===== config.mk =====
export PLATFORM = sky130hd
export DESIGN_NAME = sgtx_gap_tx
export DESIGN_NICKNAME = d
export VERILOG_FILES = /design/src/rtl/sgtx_pkg.sv /design/src/rtl/sgtx_fifo.sv /design/src/rtl/sgtx_frame_fsm.sv /design/src/rtl/sgtx_line_ctl.sv /design/src/rtl/sgtx_gap_tx.sv
export SDC_FILE = /design/constraint.sdc
export NUM_CORES = 1
export LEC_CHECK = 0
export BUFFER_PORTS_ARGS = -buffer_cell sky130_fd_sc_hd__buf_2
export CAP_MARGIN = 20
export CORE_MARGIN = 2
export CORE_UTILIZATION = 41
export DETAILED_ROUTE_END_ITERATION = 16
export PLACE_DENSITY = 0.59
export SYNTH_ARGS = -nofsm -noshare
export SYNTH_HDL_FRONTEND = slang
export SYNTH_SLANG_ARGS = --single-unit

===== constraint.sdc =====
create_clock -name clk -period 9.1 [get_ports clk]
set_input_delay 0.91 -clock clk [delete_from_list [all_inputs] [get_ports clk]]
set_output_delay 0.91 -clock clk [all_outputs]
set_load 0.03 [all_outputs]

===== src/rtl/sgtx_pkg.sv =====
package sgtx_pkg;

    typedef enum logic [2:0] {
        ST_IDLE,
        ST_START,
        ST_DATA,
        ST_PARITY,
        ST_STOP,
        ST_GAP
    } sgtx_state_e;

    // Per-character frame format, captured at character start
    typedef struct packed {
        logic [1:0] len_code;
        logic       long_stop;
        logic       par_on;
        logic       par_even;
        logic       par_stick;
    } sgtx_fmt_t;

    function automatic sgtx_fmt_t decode_fmt(input logic [7:0] c);
        sgtx_fmt_t f;
        f.len_code  = c[1:0];
        f.long_stop = c[2];
        f.par_on    = c[3];
        f.par_even  = c[4];
        f.par_stick = c[5];
        return f;
    endfunction

    function automatic logic parity_bit(input sgtx_fmt_t f, input logic [7:0] d);
        logic [7:0] m;
        m = d & (8'hFF >> (2'd3 - f.len_code));
        if (f.par_stick) begin
            return ~f.par_even;
        end
        return f.par_even ? ^m : ~^m;
    endfunction

endpackage


===== src/rtl/sgtx_fifo.sv =====
module sgtx_fifo #(
    parameter int W     = 8,
    parameter int DEPTH = 4
) (
    input  logic         clk,
    input  logic         rst_n,
    input  logic         wr,
    input  logic [W-1:0] wdata,
    input  logic         rd,
    output logic [W-1:0] rdata,
    output logic         empty,
    output logic         full
);
    localparam int AW = (DEPTH > 1) ? $clog2(DEPTH) : 1;
    localparam int CW = $clog2(DEPTH + 1);
    localparam logic [AW-1:0] LAST = AW'(DEPTH - 1);
    localparam logic [CW-1:0] CMAX = CW'(DEPTH);

    logic [W-1:0]  mem [DEPTH];
    logic [AW-1:0] wptr, rptr;
    logic [CW-1:0] cnt;
    logic          do_wr, do_rd;

    assign full  = (cnt == CMAX);
    assign empty = (cnt == '0);
    assign do_wr = wr && !full;
    assign do_rd = rd && !empty;
    assign rdata = mem[rptr];

    always_ff @(posedge clk or negedge rst_n) begin
        if (!rst_n) begin
            wptr <= '0;
            rptr <= '0;
            cnt  <= '0;
        end else begin
            if (do_wr) begin
                wptr <= (wptr == LAST) ? '0 : wptr + 1'b1;
            end
            if (do_rd) begin
                rptr <= (rptr == LAST) ? '0 : rptr + 1'b1;
            end
            if (do_wr && !do_rd) begin
                cnt <= cnt + 1'b1;
            end else if (do_rd && !do_wr) begin
                cnt <= cnt - 1'b1;
            end
        end
    end

    generate
        for (genvar i = 0; i < DEPTH; i++) begin : g_slot
            always_ff @(posedge clk) begin
                if (do_wr && wptr == AW'(i)) begin
                    mem[i] <= wdata;
                end
            end
        end
    endgenerate


    fifo_bound_chk: assert property (@(posedge clk) disable iff (!rst_n)
        cnt <= CMAX);


    full_drop_chk: assert property (@(posedge clk) disable iff (!rst_n)
        ($past(cnt) == CMAX && !$past(rd)) |-> (cnt == CMAX));


    no_underrun_chk: assert property (@(posedge clk) disable iff (!rst_n)
        rd |-> !empty);

endmodule


===== src/rtl/sgtx_frame_fsm.sv =====
module sgtx_frame_fsm
    import sgtx_pkg::*;
#(
    parameter int         TPB     = 2,
    parameter logic [7:0] GAP_RST = 8'h24
) (
    input  logic        clk,
    input  logic        rst_n,
    input  logic        tick,
    input  logic [7:0]  cfg,
    input  logic        gap_we,
    input  logic [7:0]  gap_val,
    input  logic        fifo_empty,
    input  logic [7:0]  fifo_data,
    output logic        fifo_pop,
    output logic        txd,
    output logic        active
);
    localparam int TCW = $clog2(2 * TPB);
    localparam logic [TCW:0] L_ONE     = (TCW + 1)'(TPB);
    localparam logic [TCW:0] L_ONEHALF = (TCW + 1)'(TPB + TPB / 2);
    localparam logic [TCW:0] L_TWO     = (TCW + 1)'(2 * TPB);

    sgtx_state_e    state_q, state_d;
    sgtx_fmt_t      fmt_q;
    logic [TCW-1:0] tcnt;
    logic [TCW:0]   lim;
    logic [2:0]     bidx;
    logic [7:0]     gcnt, gap_q, shreg;
    logic           par_q;
    logic           bit_end, last_data, gap_last, pop;

    // Length of the current bit slot in ticks
    always_comb begin
        if (state_q == ST_STOP && fmt_q.long_stop) begin
            lim = (fmt_q.len_code == 2'd0) ? L_ONEHALF : L_TWO;
        end else begin
            lim = L_ONE;
        end
    end

    assign bit_end   = tick && ({1'b0, tcnt} == lim - 1'b1);
    assign last_data = (bidx == ({1'b0, fmt_q.len_code} + 3'd4));
    assign gap_last  = (({1'b0, gcnt} + 9'd1) >= {1'b0, gap_q});

    // Next state
    always_comb begin
        state_d = state_q;
        pop     = 1'b0;
        unique case (state_q)
            ST_IDLE: begin
                if (tick && !fifo_empty) begin
                    state_d = ST_START;
                    pop     = 1'b1;
                end
            end
            ST_START: begin
                if (bit_end) state_d = ST_DATA;
            end
            ST_DATA: begin
                if (bit_end && last_data) begin
                    state_d = fmt_q.par_on ? ST_PARITY : ST_STOP;
                end
            end
            ST_PARITY: begin
                if (bit_end) state_d = ST_STOP;
            end
            ST_STOP: begin
                if (bit_end) begin
                    if (gap_q != 8'd0) begin
                        state_d = ST_GAP;
                    end else if (!fifo_empty) begin
                        state_d = ST_START;
                        pop     = 1'b1;
                    end else begin
                        state_d = ST_IDLE;
                    end
                end
            end
            ST_GAP: begin
                if (bit_end && gap_last) begin
                    if (!fifo_empty) begin
                        state_d = ST_START;
                        pop     = 1'b1;
                    end else begin
                        state_d = ST_IDLE;
                    end
                end
            end
            default: state_d = ST_IDLE;
        endcase
    end

    // State register and datapath
    always_ff @(posedge clk or negedge rst_n) begin
        if (!rst_n) begin
            state_q <= ST_IDLE;
            fmt_q   <= '0;
            tcnt    <= '0;
            bidx    <= '0;
            gcnt    <= '0;
            shreg   <= '0;
            par_q   <= 1'b0;
            gap_q   <= GAP_RST;
        end else begin
            state_q <= state_d;
            if (gap_we) begin
                gap_q <= gap_val;
            end
            if (pop) begin
                shreg <= fifo_data;
                fmt_q <= decode_fmt(cfg);
                par_q <= parity_bit(decode_fmt(cfg), fifo_data);
            end
            if (tick && state_q != ST_IDLE) begin
                tcnt <= bit_end ? '0 : tcnt + 1'b1;
            end
            if (bit_end) begin
                unique case (state_q)
                    ST_START: bidx <= '0;
                    ST_DATA: begin
                        if (!last_data) begin
                            bidx  <= bidx + 1'b1;
                            shreg <= {1'b0, shreg[7:1]};
                        end
                    end
                    ST_STOP: gcnt <= '0;
                    ST_GAP: begin
                        if (!gap_last) gcnt <= gcnt + 1'b1;
                    end
                    default: ;
                endcase
            end
        end
    end

    // Outputs
    always_comb begin
        fifo_pop = pop;
        active   = (state_q != ST_IDLE);
        unique case (state_q)
            ST_START:  txd = 1'b0;
            ST_DATA:   txd = shreg[0];
            ST_PARITY: txd = par_q;
            default:   txd = 1'b1;
        endcase
        if (cfg[6]) begin
            txd = 1'b0;
        end
    end


    bit_idx_chk: assert property (@(posedge clk) disable iff (!rst_n)
        (state_q == ST_DATA) |-> (bidx <= ({1'b0, fmt_q.len_code} + 3'd4)));


    gap_exit_chk: assert property (@(posedge clk) disable iff (!rst_n)
        (state_q == ST_START && $past(state_q) == ST_GAP)
            |-> (({1'b0, $past(gcnt)} + 9'd1) >= {1'b0, $past(gap_q)}));

endmodule


===== src/rtl/sgtx_line_ctl.sv =====
module sgtx_line_ctl (
    input  logic busy,
    input  logic rts_auto,
    input  logic rts_sw,
    input  logic rts_act_high,
    input  logic dir_tx_high,
    output logic rts_o,
    output logic dir_o
);
    logic rts_on;

    always_comb begin
        rts_on = rts_auto ? busy : rts_sw;
        rts_o  = rts_act_high ? rts_on : ~rts_on;
        dir_o  = dir_tx_high ? busy : ~busy;
    end

endmodule


===== src/rtl/sgtx_gap_tx.sv =====
module sgtx_gap_tx #(
    parameter int         TPB     = 2,
    parameter int         DEPTH   = 4,
    parameter logic [7:0] GAP_RST = 8'h24
) (
    input  logic       clk,
    input  logic       rst_n,
    input  logic       baud_tick,
    input  logic       wr_en,
    input  logic [7:0] wr_byte,
    input  logic [7:0] line_cfg,
    input  logic       gap_we,
    input  logic [7:0] gap_val,
    input  logic       rts_auto,
    input  logic       rts_sw,
    input  logic       rts_act_high,
    input  logic       dir_tx_high,
    output logic       txd,
    output logic       thr_room,
    output logic       rts_o,
    output logic       dir_o
);
    logic [7:0] q_data;
    logic       q_empty, q_full, q_pop, eng_active, busy;

    sgtx_fifo #(.W(8), .DEPTH(DEPTH)) u_fifo (
        .clk   (clk),
        .rst_n (rst_n),
        .wr    (wr_en),
        .wdata (wr_byte),
        .rd    (q_pop),
        .rdata (q_data),
        .empty (q_empty),
        .full  (q_full)
    );

    sgtx_frame_fsm #(.TPB(TPB), .GAP_RST(GAP_RST)) u_fsm (
        .clk        (clk),
        .rst_n      (rst_n),
        .tick       (baud_tick),
        .cfg        (line_cfg),
        .gap_we     (gap_we),
        .gap_val    (gap_val),
        .fifo_empty (q_empty),
        .fifo_data  (q_data),
        .fifo_pop   (q_pop),
        .txd        (txd),
        .active     (eng_active)
    );

    assign busy     = eng_active || !q_empty;
    assign thr_room = !q_full;

    sgtx_line_ctl u_line (
        .busy         (busy),
        .rts_auto     (rts_auto),
        .rts_sw       (rts_sw),
        .rts_act_high (rts_act_high),
        .dir_tx_high  (dir_tx_high),
        .rts_o        (rts_o),
        .dir_o        (dir_o)
    );


    auto_rts_chk: assert property (@(posedge clk) disable iff (!rst_n)
        (rts_auto && eng_active) |-> (rts_o == rts_act_high));


    dir_busy_chk: assert property (@(posedge clk) disable iff (!rst_n)
        (!q_empty) |-> (dir_o == dir_tx_high));

endmodule


==> results of run 1 <==
[per-stage QoR]
stage               setup slack [ps]  std cells
floorplan                       5470        326
global placement                5310        463
detailed placement              5260        463
CTS                             5230        479
global route                    4930        480
finish                          5290        480
[cell usage in the layout (no fill, tap or decap), types with 3 or more instances in the layout]
master	netlist	layout
nor2_1	20	20
a21oi_1	16	16
xnor2_1	11	11
nand2b_1	3	3
edfxtp_1	32	32
o21ai_0	35	35
mux4_2	3	3
dfrtp_1	42	42
inv_1	17	17
or4_1	3	3
nor3_1	6	6
mux4_1	5	5
nand2_1	32	32
clkbuf_8	1	9
ha_1	16	16
mux2i_1	8	8
buf_2	1	35
mux2_2	6	6
nand3_1	12	12
and3_1	6	6
xor2_1	6	6
a22o_1	3	3
[layer usage]
| layer | global-route usage [%] | wire (um) |
|---|---|---|
| met1 | 19.7 | 3330 |
| met2 | 24.6 | 3150 |
| met3 | 4.67 | 268 |
| met4 | 3.48 | 71 |
| met5 | 0 | 0 |
[kinds of logic after synthesis]
group	synth area share (%)
AND/OR/NAND/NOR	12.1
flip-flops	54.3
AO/OA/AOI/OAI	10.9
buffers and inverters	3.26
multiplexers	9.12
XOR/XNOR	4.51
adder cells (fa/ha/maj)	5.79
[power breakdown]
group / leakage (nW) / switching [W] / internal [W]
Sequential: 0.840 / 0.0000863 / 0.000454
Clock: 0.106 / 0.000130 / 0.000131
Combinational: 0.900 / 0.000214 / 0.000214
[worst max-delay path: stages, from the launching register on]
cell	delay [ps]
dfrtp_1	440
and3_1	250
and3_1	270
nand3_1	110
xnor2_1	210
ha_1	280
nand3_1	100
o221ai_1	120
a211oi_1	390
o21ai_0	200
a31oi_2	220
ha_1	220
inv_1	70
fa_1	440
xor2_1	170
nor2_1	110
xor2_1	150
[cell type report]
type | instances | share of cell area (%)
clock buffers | 9 | 2.88
clock inverters | 7 | 1.89
inverters | 17 | 1.49
multi-input cells | 223 | 37.7
flip-flops and latches | 76 | 48.1
well taps | 111 | 3.23
repair buffers | 37 | 4.72
[path summary, 6_finish.rpt]
check                              start             end  depth (start not counted)
min in group asynchronous          rst_n   u_fsm.tcnt[1]                          1
max in group asynchronous          rst_n  u_fsm.gap_q[5]                          2
min                          u_fsm.par_q     u_fsm.par_q                          2
max reg2reg                u_fsm.gcnt[2]   u_fifo.cnt[2]                         16
min reg2reg                  u_fsm.par_q     u_fsm.par_q                          2
max                        u_fsm.gcnt[2]   u_fifo.cnt[2]                         16
[state kept, by name, summed over array words and instances, names as in the netlist, 3 cells and up]
register / count
u_fifo.cnt: 3
u_fifo.mem: 32
u_fsm.bidx: 3
u_fsm.fmt_q: 4
u_fsm.gap_q: 8
u_fsm.gcnt: 8
u_fsm.shreg: 8
u_fsm.state_q: 3
==> impl_metrics.py, run 1 <==
metrics = {
    "setup_path": {
        "setup.worst_path.end_class": "flip-flop",
        "crit_fanout": 6,
        "cp-start-kind": "flip-flop",
        "worstPathRequired_ps": 9370,
        "critPathKind": "flip-flop to flip-flop",
        "cp.arrival_ps": 4090,
        "rrSetupSlack_ps": 5290,
    },
    "synth": {
        "synth_nets": 376,
        "ys_seq_elements": 76,
        "synth_top_cell_area_share_pct": 27.6,
        "syn_area_sq_um": 3800,
        "yosys.area.top_type": "dfrtp_1",
        "synth_cell_type_count": 52,
        "synth.area.top_cells": "dfrtp_1, edfxtp_1, ha_1",
        "seq_area_frac_synth_pct": 54.3,
        "synth.most_common_cell": "dfrtp_1",
        "ys.flop_type": "dfrtp_1",
        "syn_area_per_cell_sq_um": 11.7,
        "netlist_instances": 326,
        "synth_edf_count": 32,
        "yosys-top-cells-count": "dfrtp_1, o21ai_0, edfxtp_1, nand2_1, nor2_1",
        "ys_warn_count": 0,
        "ys_async_sr_fraction_pct": 57.9,
    },
    "cts": {
        "cts_buffers": 9,
        "postCtsHoldBufs": 0,
        "clk_latency_ps": 340,
        "path_clk_slew_ps": 80,
        "postCtsResizedCells": 0,
        "cts_num_sinks": 76,
        "cts_tree": "done",
        "clock_path_buffers": 2,
        "post-cts-setup-buffers": 0,
        "h-tree-depth": 3,
        "root_buffer": "clkbuf_8",
    },
    "global_route": {
        "grt_pass1_wl_mm": 11.8,
        "antenna_found_initial": 0,
        "grtUsageTotal_pct": 15.0,
        "grt_pass1_vias": 2456,
        "overflow": 0,
        "grt_max_degree": 45,
    },
    "flow_run": {
        "drv_cap": 0,
    },
    "power": {
        "peakVddDrop_v": 0.000165,
        "cellPowerDensity_nw_per_um2": 286,
        "power_leakage_nw": 1.85,
        "finalPower_w": 0.00123,
    },
    "sta": {
        "fin_crit_sh_pct": 41.9,
        "slew_headroom_pct": 52.3,
        "finClkSkew_ps": 8.93,
        "worst_slew_pin_slew_ps": 710,
        "hold_slack_ps": 497,
        "hold_viol_final": 0,
        "min_period_ps": 3810,
        "setup-tns-final_ps": 0,
        "final-setup-viol-count": 0,
        "finalMaxSlewViolations": 0,
        "fmax_mhz": 262,
        "rsz0062_at_grt": "no",
    },
    "cells_and_area": {
        "regArea_sq_um": 2060,
        "area_growth_pct": 13.0,
        "nets": 414,
        "fill_cells": 840,
        "n_antenna_cell": 0,
        "multiInputGateArea_sq_um": 1620,
        "final_core_util_pct": 47.1,
        "drive_gt1_share_pct": 17.9,
        "final_area_sq_um": 4290,
    },
    "route": {
        "via_count": 2515,
        "drt-initial-drc-count": 84,
        "wire_per_inst_um": 14.2,
        "drt-total-wl_mm": 6.82,
        "drt-pass1-iter-count": 4,
        "viasPerCell": 5.24,
        "ant_nets": 0,
        "drc": 0,
    },
    "die": {
        "dieWidth_um": 100,
        "num_io_pins": 37,
        "rows": 35,
        "die_area_sq_um": 10100,
        "die_h_um": 100,
        "initial_core_util_pct": 41.7,
        "core_area_sq_um": 9110,
    },
    "placed_design": {
        "place_area_sq_um": 4070,
        "port_buffers": 35,
        "dp_hpwl_mm": 5.00,
        "gp_congestion": 0.766,
    },
    "run_status": {
        "outcome": "completed",
    },
    "hold_path": {
        "min_path_type": "flip-flop to flip-flop",
    },
}
No activity file was read; power rests on OpenSTA's default activity.
==> inputs of run 2 (changes only) <==
- ABC_AREA: default -> 1
- PLACE_DENSITY: 0.59 -> 0.61
- clock period: 9.1 -> 3.5 ns (I/O delays scaled with it)
==> impl_metrics.py, run 2 <==
metrics = {
    "die": {
        "rows": 36,
        "die_h_um": 105,
        "dieWidth_um": 105,
        "core_area_sq_um": 9770,
        "initial_core_util_pct": 42.4,
        "die_area_sq_um": 10900,
        "num_io_pins": 37,
    },
    "cells_and_area": {
        "nets": 582,
        "top_register": "u_fifo.mem",
        "layout_commonest_cell": "nand2_1",
        "n_antenna_cell": 0,
        "area_growth_pct": 14.9,
        "final_cell_mix": "nand2_1, inv_1, nand3_1, dfrtp_1, buf_2",
        "largest_reg_flops": 32,
        "drive_gt1_share_pct": 15.5,
        "final_cells": 670,
    },
    "sta": {
        "setup_ws_ps": 246,
        "finClkSkew_ps": 10.4,
        "finalMaxSlewViolations": 0,
        "min_period_ps": 3250,
        "fin_crit_sh_pct": 93.0,
        "rsz0062_at_grt": "no",
        "slew_headroom_pct": 44.5,
        "setup-tns-final_ps": 0,
        "fmax_mhz": 307,
        "final-setup-viol-count": 0,
        "hold_viol_final": 0,
        "worst_slew_pin_slew_ps": 829,
    },
    "synth": {
        "syn_area_sq_um": 4140,
        "ys.flop_type": "dfrtp_1",
        "synth_top_cell_area_share_pct": 25.4,
        "synth.most_common_cell": "nand2_1",
        "synth_cell_type_count": 39,
        "yosys.area.top_type": "dfrtp_1",
        "seq_area_frac_synth_pct": 49.8,
        "synth.area.top_cells": "dfrtp_1, edfxtp_1, nand2_1",
        "synth_nets": 535,
        "ys_async_sr_fraction_pct": 57.9,
        "synth_edf_count": 32,
        "yosys-top-cells-count": "nand2_1, inv_1, nand3_1",
        "ys_warn_count": 0,
        "netlist_instances": 485,
        "ys_seq_elements": 76,
        "syn_area_per_cell_sq_um": 8.54,
    },
    "route": {
        "drc": 0,
        "drt-pass1-iter-count": 4,
        "via_count": 3177,
        "drt-initial-drc-count": 171,
        "viasPerCell": 4.74,
        "ant_nets": 0,
        "wire_per_inst_um": 12.4,
        "drt-total-wl_mm": 8.32,
    },
    "setup_path": {
        "worstPathRequired_ps": 3740,
        "setup.worst_path.end_class": "flip-flop",
        "crit_fanout": 4,
        "cp.arrival_ps": 3490,
        "cp-start-kind": "flip-flop",
        "critPathKind": "flip-flop to flip-flop",
    },
    "cts": {
        "path_clk_slew_ps": 80,
        "h-tree-depth": 3,
        "root_buffer": "clkbuf_8",
        "cts_num_sinks": 76,
        "clock_path_buffers": 2,
        "clk_latency_ps": 360,
        "cts_tree": "done",
        "cts_buffers": 9,
    },
    "placed_design": {
        "dp_slack_ps": 72.6,
        "post-place-cells": 649,
        "port_buffers": 35,
        "dp_hpwl_mm": 6.07,
        "gp_congestion": 0.755,
    },
    "global_route": {
        "overflow": 0,
        "grt_pass1_vias": 3045,
        "grtUsageTotal_pct": 16.1,
        "grt_max_degree": 45,
        "grt_pass1_wl_mm": 14.1,
        "antenna_found_initial": 0,
    },
    "run_status": {
        "outcome": "completed",
    },
    "power": {
        "cellPowerDensity_nw_per_um2": 746,
        "power_leakage_nw": 2.32,
        "peakVddDrop_v": 0.000332,
    },
    "hold_path": {
        "min_path_type": "input port to flip-flop",
    },
    "flow_run": {
        "drv_cap": 0,
    },
}
run 2: cells by family after synthesis:
logic type	Yosys count	share of synthesized area, %
mux	1	0.272
xor+xnor	15	3.17
buf+inv	70	6.92
simple gates	255	27.8
compound gates	51	6.64
flops	76	49.8
fa+ha+maj	17	5.32
run 2: area by class of cell:
type / count / area [sq um]
multi-input combinational: 339 / 1820
inverter: 62 / 233
sequential: 76 / 2060
timing repair buffer: 44 / 258
clock buffer: 10 / 128
fill: 936 / 5010
tap: 133 / 166
clock inverter: 6 / 95.1
run 2: metal layers:
metal  routed length [um]  GRT usage (%)  part of all wire [%]
met5                    0              0                     0
met4                  124           6.76                   1.5
met3                  308           2.82                   3.7
met2                 3940           26.4                    47
met1                 3940           21.0                    47
run 2: per-stage QoR:
stage | utilization, % | area, sq um | total power [W] | hold slack [ps]
floorplan | - | 4140 | 0.00248 | 54.4
global placement | 45.6 | 4460 | 0.00276 | 461
detailed placement | 45.6 | 4460 | 0.00281 | 460
CTS | 48.0 | 4690 | 0.00359 | 172
global route | 48.7 | 4760 | 0.00387 | 195
finish | 48.7 | 4760 | 0.00355 | 195
run 2: what timing repair did:
item                       4_1_cts  5_1_grt
hold endpoints to repair         0        9
hold buffers                     0        1
buffers inserted                 0        3
setup endpoints to repair        1        2
gates resized for setup          1        5
pin swaps                        0        2
run 2: final timing paths:
check | cells past startpoint | slack [ps] | to | start
setup / recovery | 21 | 250 | u_fifo.cnt[2] | u_fsm.gcnt[0]
hold / removal | 3 | 190 | u_fsm.fmt_q[3] | line_cfg[2]
setup reg to reg | 21 | 250 | u_fifo.cnt[2] | u_fsm.gcnt[0]
hold reg to reg | 2 | 480 | u_fsm.shreg[2] | u_fsm.shreg[3]
max in group asynchronous | 3 | 2560 | u_fsm.gap_q[2] | rst_n
min in group asynchronous | 2 | 390 | u_fsm.gcnt[7] | rst_n
run 2: report_power, final:
group          internal (W)  switching [W]  leakage, nW
sequential          0.00118       0.000168        0.836
clock              0.000411       0.000349        0.112
combinational      0.000523       0.000919         1.37
total               0.00211        0.00144         2.32
run 2: critical path, cell delays in order, from the launching register on:
cell and delay (ps):
dfrtp_1 440, ha_4 170, nand3_2 120, nor3b_2 230
xor2_1 160, inv_1 80, ha_1 290, a21oi_1 150
nand2_1 70, nand2_1 70, nand2_1 60, nand2_1 60
nand2_1 80, nand2_4 80, nand2_4 50, inv_2 60
ha_1 130, inv_1 70, fa_2 390, a21oi_1 150
o21ai_1 100, xnor2_1 130
==> inputs of run 3 (changes only) <==
- CORE_UTILIZATION: 41 -> 54
- PLACE_DENSITY: 0.61 -> 0.76
- SKIP_LAST_GASP: default -> 1
==> impl_metrics.py, run 3 (synthesized netlist as in run 2, its figures left out) <==
metrics = {
    "route": {
        "via_count": 3264,
        "wire_per_inst_um": 13.1,
        "ant_nets": 0,
        "drt-pass1-iter-count": 5,
        "drt-total-wl_mm": 8.32,
        "viasPerCell": 5.13,
        "drc": 0,
        "drt-initial-drc-count": 142,
    },
    "cells_and_area": {
        "final_cell_mix": "nand2_1, inv_1, nand3_1, dfrtp_1, buf_2",
        "top_register": "u_fifo.mem",
        "n_antenna_cell": 0,
        "nets": 582,
        "fill_cells": 612,
        "area_growth_pct": 13.7,
        "drive_gt1_share_pct": 15.5,
        "layout_commonest_cell": "nand2_1",
        "final_cells": 636,
        "largest_reg_flops": 32,
    },
    "sta": {
        "final-setup-viol-count": 0,
        "setup_ws_ps": 239,
        "fin_crit_sh_pct": 93.2,
        "min_period_ps": 3260,
        "worst_slew_pin_slew_ps": 761,
        "hold_viol_final": 0,
        "hold_slack_ps": 204,
        "finClkSkew_ps": 13.1,
        "finalMaxSlewViolations": 0,
        "fmax_mhz": 307,
        "slew_headroom_pct": 49.1,
    },
    "global_route": {
        "grt_max_degree": 45,
        "grt_pass1_wl_mm": 14.1,
        "antenna_found_initial": 0,
        "overflow": 0,
        "grt_pass1_vias": 3214,
        "grtUsageTotal_pct": 21.1,
    },
    "setup_path": {
        "setup.worst_path.end_class": "flip-flop",
        "slowest_delay_ps": 440,
        "critPathSlowestCell": "dfrtp_2",
        "cp.arrival_ps": 3500,
        "critical_path_buf_inv_count": 4,
        "cp_cell_sequence": "ha_2 -> nand3_2 -> xor2_1 -> inv_1 -> ha_1 -> nand2_1 -> inv_1 -> nand2_1 -> nand3_1 -> nand2_1 -> nand2_1 -> nand2_1 -> nand2_1 -> nand2_1 -> nand2_1 -> nand2_4 -> nand2_4 -> inv_2 -> ha_1 -> inv_1 -> fa_1 -> a21oi_1 -> o21ai_0 -> xnor2_1",
        "worstPathRequired_ps": 3740,
        "critPathKind": "flip-flop to flip-flop",
        "crit_fanout": 5,
        "critical_path.top_delay_family": "adder cells",
        "cp_common_cell": "nand2_1",
        "cp-start-kind": "flip-flop",
    },
    "power": {
        "power_leakage_nw": 2.32,
        "peakVddDrop_v": 0.000386,
        "cellPowerDensity_nw_per_um2": 757,
    },
    "placed_design": {
        "dp_slack_ps": 73.2,
        "dp_hpwl_mm": 5.88,
        "gp_congestion": 0.858,
        "port_buffers": 35,
        "post-place-cells": 615,
    },
    "die": {
        "die_h_um": 91.6,
        "core_area_sq_um": 7330,
        "dieWidth_um": 91.6,
        "num_io_pins": 37,
        "rows": 31,
        "die_area_sq_um": 8390,
        "initial_core_util_pct": 56.5,
    },
    "cts": {
        "clk_latency_ps": 350,
        "h-tree-depth": 3,
        "cts_buffers": 9,
        "cts_tree": "done",
        "clock_path_buffers": 2,
        "path_clk_slew_ps": 80,
        "cts_num_sinks": 76,
        "root_buffer": "clkbuf_8",
    },
    "hold_path": {
        "min_path_type": "input port to flip-flop",
    },
    "run_status": {
        "outcome": "completed",
    },
    "flow_run": {
        "drv_cap": 0,
    },
}
## run 3: layout make-up
cell class	count	area (sq um)	share of cell area [%]
flip-flops and latches	76	2070	43.9
multi-input cells	339	1800	38.3
repair buffers	44	258	5.47
inverters	62	233	4.94
clock inverters	6	86.3	1.83
clock buffers	10	138	2.92
well taps	99	124	2.63
## run 3: power breakdown
part / internal [W] / total, W / leakage (nW) / switching [W]
registers: 0.00118 / 0.00135 / 0.834 / 0.000173
logic: 0.000522 / 0.00146 / 1.37 / 0.000940
clock network: 0.000421 / 0.000746 / 0.114 / 0.000325
## run 3: path summary, 6_finish.rpt
path / from / to / slack [ps] / cells past startpoint
max in group asynchronous: rst_n / u_fsm.gap_q[5] / 2540 / 3
min: gap_val[4] / u_fsm.gap_q[4] / 200 / 3
max reg2reg: u_fsm.gcnt[0] / u_fifo.cnt[2] / 240 / 24
min in group asynchronous: rst_n / u_fsm.gcnt[4] / 410 / 2
max: u_fsm.gcnt[0] / u_fifo.cnt[2] / 240 / 24
min reg2reg: u_fsm.shreg[1] / u_fsm.shreg[0] / 460 / 2
## run 3: stage by stage
| step | area [sq um] | util [%] | setup TNS (ps) | power (W) |
|---|---|---|---|---|
| after detailed placement | 4420 | 60.3 | 0 | 0.00281 |
| after global placement | 4420 | 60.3 | 0 | 0.00274 |
| final | 4710 | 64.2 | 0 | 0.00356 |
| after CTS | 4640 | 63.3 | 0 | 0.00357 |
| after global routing | 4710 | 64.2 | -12.3 | 0.00386 |
| after floorplan | 4140 | - | 0 | 0.00248 |
## run 3: repair_timing
item / CTS / global route
buffers inserted: 0 / 3
hold buffers: 0 / 1
hold endpoints to repair: 0 / 11
endpoints found under the setup margin: 0 / 2
gates resized for setup: 0 / 4
## run 3: worst reg2reg max path: stages, from the launching register on
cell and delay [ps]:
dfrtp_2 440, ha_2 210, nand3_2 110, xor2_1 150, inv_1 70, ha_1 290
nand2_1 70, inv_1 50, nand2_1 80, nand3_1 100, nand2_1 70, nand2_1 50
nand2_1 70, nand2_1 60, nand2_1 60, nand2_1 80, nand2_4 80, nand2_4 50
inv_2 60, ha_1 140, inv_1 70, fa_1 430, a21oi_1 140, o21ai_0 110
xnor2_1 140
## run 3: routing by layer
layer / share of wire (%) / vias up / routed length [um] / global-route usage [%]
met3: 4.4 / 22 / 367 / 5.23
met5: 0 / - / 0 / 0
met1: 43 / 1513 / 3620 / 25.6
met2: 50 / 67 / 4130 / 36.0
li1: - / 1662 / - / -
met4: 2.5 / 0 / 208 / 8.21
